$ cat config.mk
export PLATFORM = sky130hd
export DESIGN_NAME = glyph_addr_gen
export DESIGN_NICKNAME = d
export VERILOG_FILES = /design/src/rtl/glyph_pkg.sv /design/src/rtl/glyph_mode_latch.sv /design/src/rtl/glyph_scan_ctr.sv /design/src/rtl/glyph_addr_pack.sv /design/src/rtl/glyph_addr_gen.sv
export SDC_FILE = /design/constraint.sdc
export NUM_CORES = 1
export LEC_CHECK = 0
export BUFFER_PORTS_ARGS = -buffer_cell sky130_fd_sc_hd__buf_2
export CORE_UTILIZATION = 50
export CTS_CLUSTER_SIZE = 25
export DETAILED_ROUTE_END_ITERATION = 12
export GPL_TIMING_DRIVEN = 0
export PLACE_DENSITY = 0.83
export SYNTH_ARGS = -nofsm -noshare
export SYNTH_HDL_FRONTEND = slang
export SYNTH_SLANG_ARGS = --single-unit
$ cat constraint.sdc
create_clock -name clk_i -period 2.4 [get_ports clk_i]
set_input_delay 0.48 -clock clk_i [delete_from_list [all_inputs] [get_ports clk_i]]
set_output_delay 0.48 -clock clk_i [all_outputs]
set_load 0.01 [all_outputs]
$ cat src/rtl/glyph_pkg.sv
package glyph_pkg;
  localparam int unsigned ADDR_W = 16;
  localparam int unsigned CODE_W = 8;
  localparam int unsigned BASE_W = 8;
  localparam int unsigned SHORT_SCAN_W = 4;
  localparam int unsigned TALL_SCAN_W  = 5;

  typedef enum logic {
    LAYOUT_SHORT = 1'b0,
    LAYOUT_TALL  = 1'b1
  } layout_e;
endpackage

$ cat src/rtl/glyph_mode_latch.sv
module glyph_mode_latch #(
  parameter int unsigned VT_W        = 5,
  parameter int unsigned TALL_THRESH = 16
) (
  input  logic                 clk_i,
  input  logic                 rst_ni,
  input  logic                 frame_start_i,
  input  logic [VT_W-1:0]      vtotal_i,
  output logic [VT_W-1:0]      vt_o,
  output glyph_pkg::layout_e   layout_o
);
  import glyph_pkg::*;

  logic [VT_W-1:0] vt_q;
  layout_e         layout_q;

  always_ff @(posedge clk_i or negedge rst_ni) begin
    if (!rst_ni) begin
      vt_q     <= '0;
      layout_q <= LAYOUT_SHORT;
    end else if (frame_start_i) begin
      vt_q     <= vtotal_i;
      layout_q <= (32'(vtotal_i) >= TALL_THRESH) ? LAYOUT_TALL : LAYOUT_SHORT;
    end
  end

  assign vt_o     = vt_q;
  assign layout_o = layout_q;

  assert_layout_hold_R7: assert property (@(posedge clk_i) disable iff (!rst_ni)
    !frame_start_i |=> ($stable(layout_q) && $stable(vt_q)));
endmodule

$ cat src/rtl/glyph_scan_ctr.sv
module glyph_scan_ctr #(
  parameter int unsigned VT_W = 5
) (
  input  logic            clk_i,
  input  logic            rst_ni,
  input  logic            frame_start_i,
  input  logic            row_start_i,
  input  logic            line_end_i,
  input  logic [VT_W-1:0] vt_i,
  output logic [VT_W-1:0] scan_o
);
  logic [VT_W-1:0] cnt_q;

  always_ff @(posedge clk_i or negedge rst_ni) begin
    if (!rst_ni)                          cnt_q <= '0;
    else if (frame_start_i || row_start_i) cnt_q <= '0;
    else if (line_end_i)                  cnt_q <= (cnt_q == vt_i) ? '0 : cnt_q + 1'b1;
  end

  assign scan_o = cnt_q;

  assert_ctr_clear_R5: assert property (@(posedge clk_i) disable iff (!rst_ni)
    (frame_start_i || row_start_i) |=> (cnt_q == '0));
  assert_ctr_wrap_R6: assert property (@(posedge clk_i) disable iff (!rst_ni)
    (line_end_i && !frame_start_i && !row_start_i && cnt_q == vt_i) |=> (cnt_q == '0));
  assert_ctr_bound_R6: assert property (@(posedge clk_i) disable iff (!rst_ni)
    cnt_q <= vt_i);
endmodule

$ cat src/rtl/glyph_addr_pack.sv
module glyph_addr_pack
  import glyph_pkg::*;
(
  input  layout_e                   layout_i,
  input  logic [BASE_W-1:0]         base_i,
  input  logic                      attr_bit_i,
  input  logic [CODE_W-1:0]         code_i,
  input  logic [TALL_SCAN_W-1:0]    scan_i,
  output logic [ADDR_W-1:0]         addr_o
);
  logic unused_base;
  assign unused_base = ^base_i[BASE_W-4:0];

  always_comb begin
    if (layout_i == LAYOUT_TALL)
      addr_o = {base_i[BASE_W-1 -: 2], attr_bit_i, code_i, scan_i[TALL_SCAN_W-1:0]};
    else
      addr_o = {base_i[BASE_W-1 -: 3], attr_bit_i, code_i, scan_i[SHORT_SCAN_W-1:0]};
  end
endmodule

$ cat src/rtl/glyph_addr_gen.sv
module glyph_addr_gen
  import glyph_pkg::*;
#(
  parameter int unsigned VT_W        = 5,
  parameter int unsigned TALL_THRESH = 16
) (
  input  logic                 clk_i,
  input  logic                 rst_ni,
  input  logic                 frame_start_i,
  input  logic                 row_start_i,
  input  logic                 line_end_i,
  input  logic                 disp_en_i,
  input  logic                 fetch_req_i,
  input  logic [VT_W-1:0]      vtotal_i,
  input  logic [BASE_W-1:0]    cset_base_i,
  input  logic                 attr_en_i,
  input  logic [7:0]           attr_i,
  input  logic [CODE_W-1:0]    char_code_i,
  output logic [ADDR_W-1:0]    addr_o,
  output logic                 addr_vld_o
);
  logic [VT_W-1:0]    vt;
  layout_e            layout;
  logic [VT_W-1:0]    scan;
  logic [ADDR_W-1:0]  addr_d;
  logic [ADDR_W-1:0]  addr_q;
  logic               vld_q;
  logic               take;
  logic               unused_attr;

  assign unused_attr = ^attr_i[6:0];
  assign take = fetch_req_i && disp_en_i;

  glyph_mode_latch #(.VT_W(VT_W), .TALL_THRESH(TALL_THRESH)) u_mode (
    .clk_i, .rst_ni, .frame_start_i, .vtotal_i,
    .vt_o(vt), .layout_o(layout)
  );

  glyph_scan_ctr #(.VT_W(VT_W)) u_ctr (
    .clk_i, .rst_ni, .frame_start_i, .row_start_i, .line_end_i,
    .vt_i(vt), .scan_o(scan)
  );

  glyph_addr_pack u_pack (
    .layout_i(layout), .base_i(cset_base_i),
    .attr_bit_i(attr_en_i & attr_i[7]), .code_i(char_code_i),
    .scan_i(scan[TALL_SCAN_W-1:0]), .addr_o(addr_d)
  );

  always_ff @(posedge clk_i or negedge rst_ni) begin
    if (!rst_ni) begin
      addr_q <= '0;
      vld_q  <= 1'b0;
    end else begin
      vld_q <= take;
      if (take) addr_q <= addr_d;
    end
  end

  assign addr_o     = addr_q;
  assign addr_vld_o = vld_q;

  assert_vld_cause_R8: assert property (@(posedge clk_i) disable iff (!rst_ni)
    addr_vld_o |-> $past(fetch_req_i && disp_en_i));
  assert_addr_hold_R8: assert property (@(posedge clk_i) disable iff (!rst_ni)
    !take |=> $stable(addr_o));
  assert_attr_mask_R3: assert property (@(posedge clk_i) disable iff (!rst_ni)
    (take && !attr_en_i) |=>
      ((layout == LAYOUT_TALL) ? (addr_o[13] == 1'b0) : (addr_o[12] == 1'b0)));
endmodule

==> metrics.yaml <==
run_status:
  status: "completed"
logic_synthesis:
  postSynth.asyncResetShare_pct: 100
  syn_inst: 117
  syn-num-nets: 155
  synth-edff-count: 0
  ys_top_cells_by_area: "dfrtp_1, mux2_2, mux2i_1, nand2_1, o21ai_1"
  yosysSeqAreaShare_pct: 53.3
  synth_top_area_share_pct: 53.3
  synthFlopType: "dfrtp_1"
  yosysMostFrequentCell: "dfrtp_1"
  synthTopCellsByCount: "dfrtp_1, nand2_1, mux2_2, o21ai_1, mux2i_1"
  ys_types: 27
  synth_warnings: 0
  syn_area_per_cell_um2: 11.2
  yosysTopAreaCell: "dfrtp_1"
  synth_seq_cells: 28
  netlist_area_um2: 1310
setup_path:
  r2r-start: "u_ctr.scan_o[0]"
  rr_worst_depth: 4
  cp_top_family: "flip-flops"
  slowest_stage: "dfrtp_1"
  cp-start-kind: "register"
  slowest_delay_ps: 420
  crit_path_max_fanout: 2
  crit_arrival_ps: 880
  cp_num_buf_inv: 1
  cp-end-kind: "primary output"
  r2r_slack_ps: 1100
  r2r_end: "u_ctr.scan_o[2]"
  cp.required_ps: 1920
  critPathKind: "register to primary output"
  path_cells: "buf_2"
flow_run:
  maxCapViolCount: 0
final_layout:
  area_growth_pct: 20.9
  nets: 200
  drive_above_1_share_pct: 41.6
  diodes: 0
  final-seq-area_um2: 701
  nFillCells: 201
  multi_input_area_um2: 572
grt:
  grt_pass1_wl_um: 4240
  grtUsageTotal_pct: 20.7
  grt_pass1_vias: 991
  grt_max_degree: 29
  overflow: 0
  antenna_found_initial: 0
clock_network:
  clkSinkCount: 28
  cts_setup_buffers: 0
  clockBufferDepth: 2
  ctsHtreeMaxLevel: 1
  cts_resized: 0
  cts_root_buf: "clkbuf_4"
  cts_buffers: 3
  ctsHoldBuffers: 0
  clk_pin_slew_ps: 150
  clkLatencyLatePin_ps: 320
  cts_tree: "done"
power_and_ir_drop:
  power_density_nw_per_um2: 609
  irDropWorstVdd_v: 0.000351
  p_leak_uw: 0.000819
timing:
  worstMarginPinSlew_ps: 616
  max_freq_ghz: 0.736
  final.setup.tns_ps: 0
  whs_ps: 144
  rsz0062_at_grt: "no"
  skew_ps: 3.06
  final-hold-violation-count: 0
  final.min_clock_period_ps: 1360
  finalCritPeriodShare_pct: 56.6
  relSlewSlack_pct: 58.9
  drv_slew: 0
  final-setup-viol-count: 0
floorplan:
  die_h_um: 53.3
  num_io_pins: 54
  rows: 18
  coreArea_um2: 2480
  chipWidth_um: 53.3
  initial_core_util_pct: 53.0
  die_area_um2: 2840
place:
  hpwlAfterDp_um: 2040
  place_congestion: 0.894
  portBuffers: 40
routing:
  drt-total-wl_um: 2660
  drt-vias-per-instance: 5.51
  dr.pass1.iters: 4
  ant_nets: 0
  wl_per_cell_um: 13.9
  remaining_drc_errors: 0
  via_count: 1052
  drt_iter0_drc: 17
worst_hold_path:
  hold_path_class: "primary input to asynchronous set/reset pin"
-- power by group --
group	internal (µW)	switching [µW]
logic	87.0	105
registers	518	28.8
clock network	92.8	136
-- logic make-up after synthesis --
kind of cell / after synthesis / share of synthesized area [%]
AND/OR/NAND/NOR: 30 / 11.6
AO/OA/AOI/OAI: 26 / 12.4
multiplexers: 18 / 14.7
XOR/XNOR: 5 / 3.90
adder cells (fa/ha/maj): 1 / 0.952
flip-flops: 28 / 53.3
buffers and inverters: 9 / 3.14
-- worst reg2reg max path, delay by kind of cell (launching register included) --
| kind | cells | cell delay [ps] |
|---|---|---|
| fa+ha+maj | 1 | 280 |
| simple gates | 1 | 280 |
| flops | 1 | 500 |
| compound gates | 2 | 130 |
-- routing by layer --
metal	up-vias	global-route usage (%)	wire length, µm
met5	-	0	0
met4	0	5.70	13
met2	35	37.1	1390
li1	506	-	-
met3	2	3.16	121
met1	509	25.4	1130
-- cells in the final DEF (no fill, tap or decap), types with 2 or more instances in the layout --
master,netlist,layout
nand3_1,5,5
dfrtp_1,28,28
nand2_1,14,14
inv_1,3,3
mux2i_1,8,8
o21ai_0,3,3
a31oi_1,4,4
o2111ai_1,4,4
o21ai_1,10,10
buf_2,6,46
clkbuf_4,0,3
xor2_1,4,4
or2_2,3,3
mux2_2,10,10
nand3b_1,2,2
-- worst max path at each step --
stage / from / to / depth (start not counted)
2_1_floorplan: frame_start_i / u_ctr.scan_o[0] / 4
3_3_place_gp: fetch_req_i / addr_o[1] / 3
3_5_place_dp: disp_en_i / addr_o[9] / 5
4_1_cts: addr_o[10] / addr_o[10] / 1
5_1_grt: u_ctr.scan_o[0] / u_ctr.scan_o[2] / 4
6_report: addr_o[15] / addr_o[15] / 1
-- layout make-up --
class                      instances  area share (%)
tap                               30            2.36
buffer                             6            1.89
timing repair buffer              40            12.6
inverter                           3           0.709
multi-input combinational         80            36.0
sequential                        28            44.1
clock buffer                       4            2.29
-- metrics by stage --
step                setup WS (ps)  power [µW]  utilization (%)  std cells  cell area [µm²]
finish                       1040         967             64.1        191             1590
global route                 1010        1010             64.1        191             1590
CTS                          1040         975             64.1        191             1590
detailed placement           1010         752             62.6        187             1550
global placement             1100         737             62.6        187             1550
floorplan                    1200         662                -        117             1310
-- flip-flops by register name, summed over array words and instances, names as in the netlist --
register / cells
addr_o: 16
u_ctr.scan_o: 5
u_mode.vt_o: 5
addr_vld_o: 1
u_mode.layout_o: 1
(Power assumes the default switching activity.)
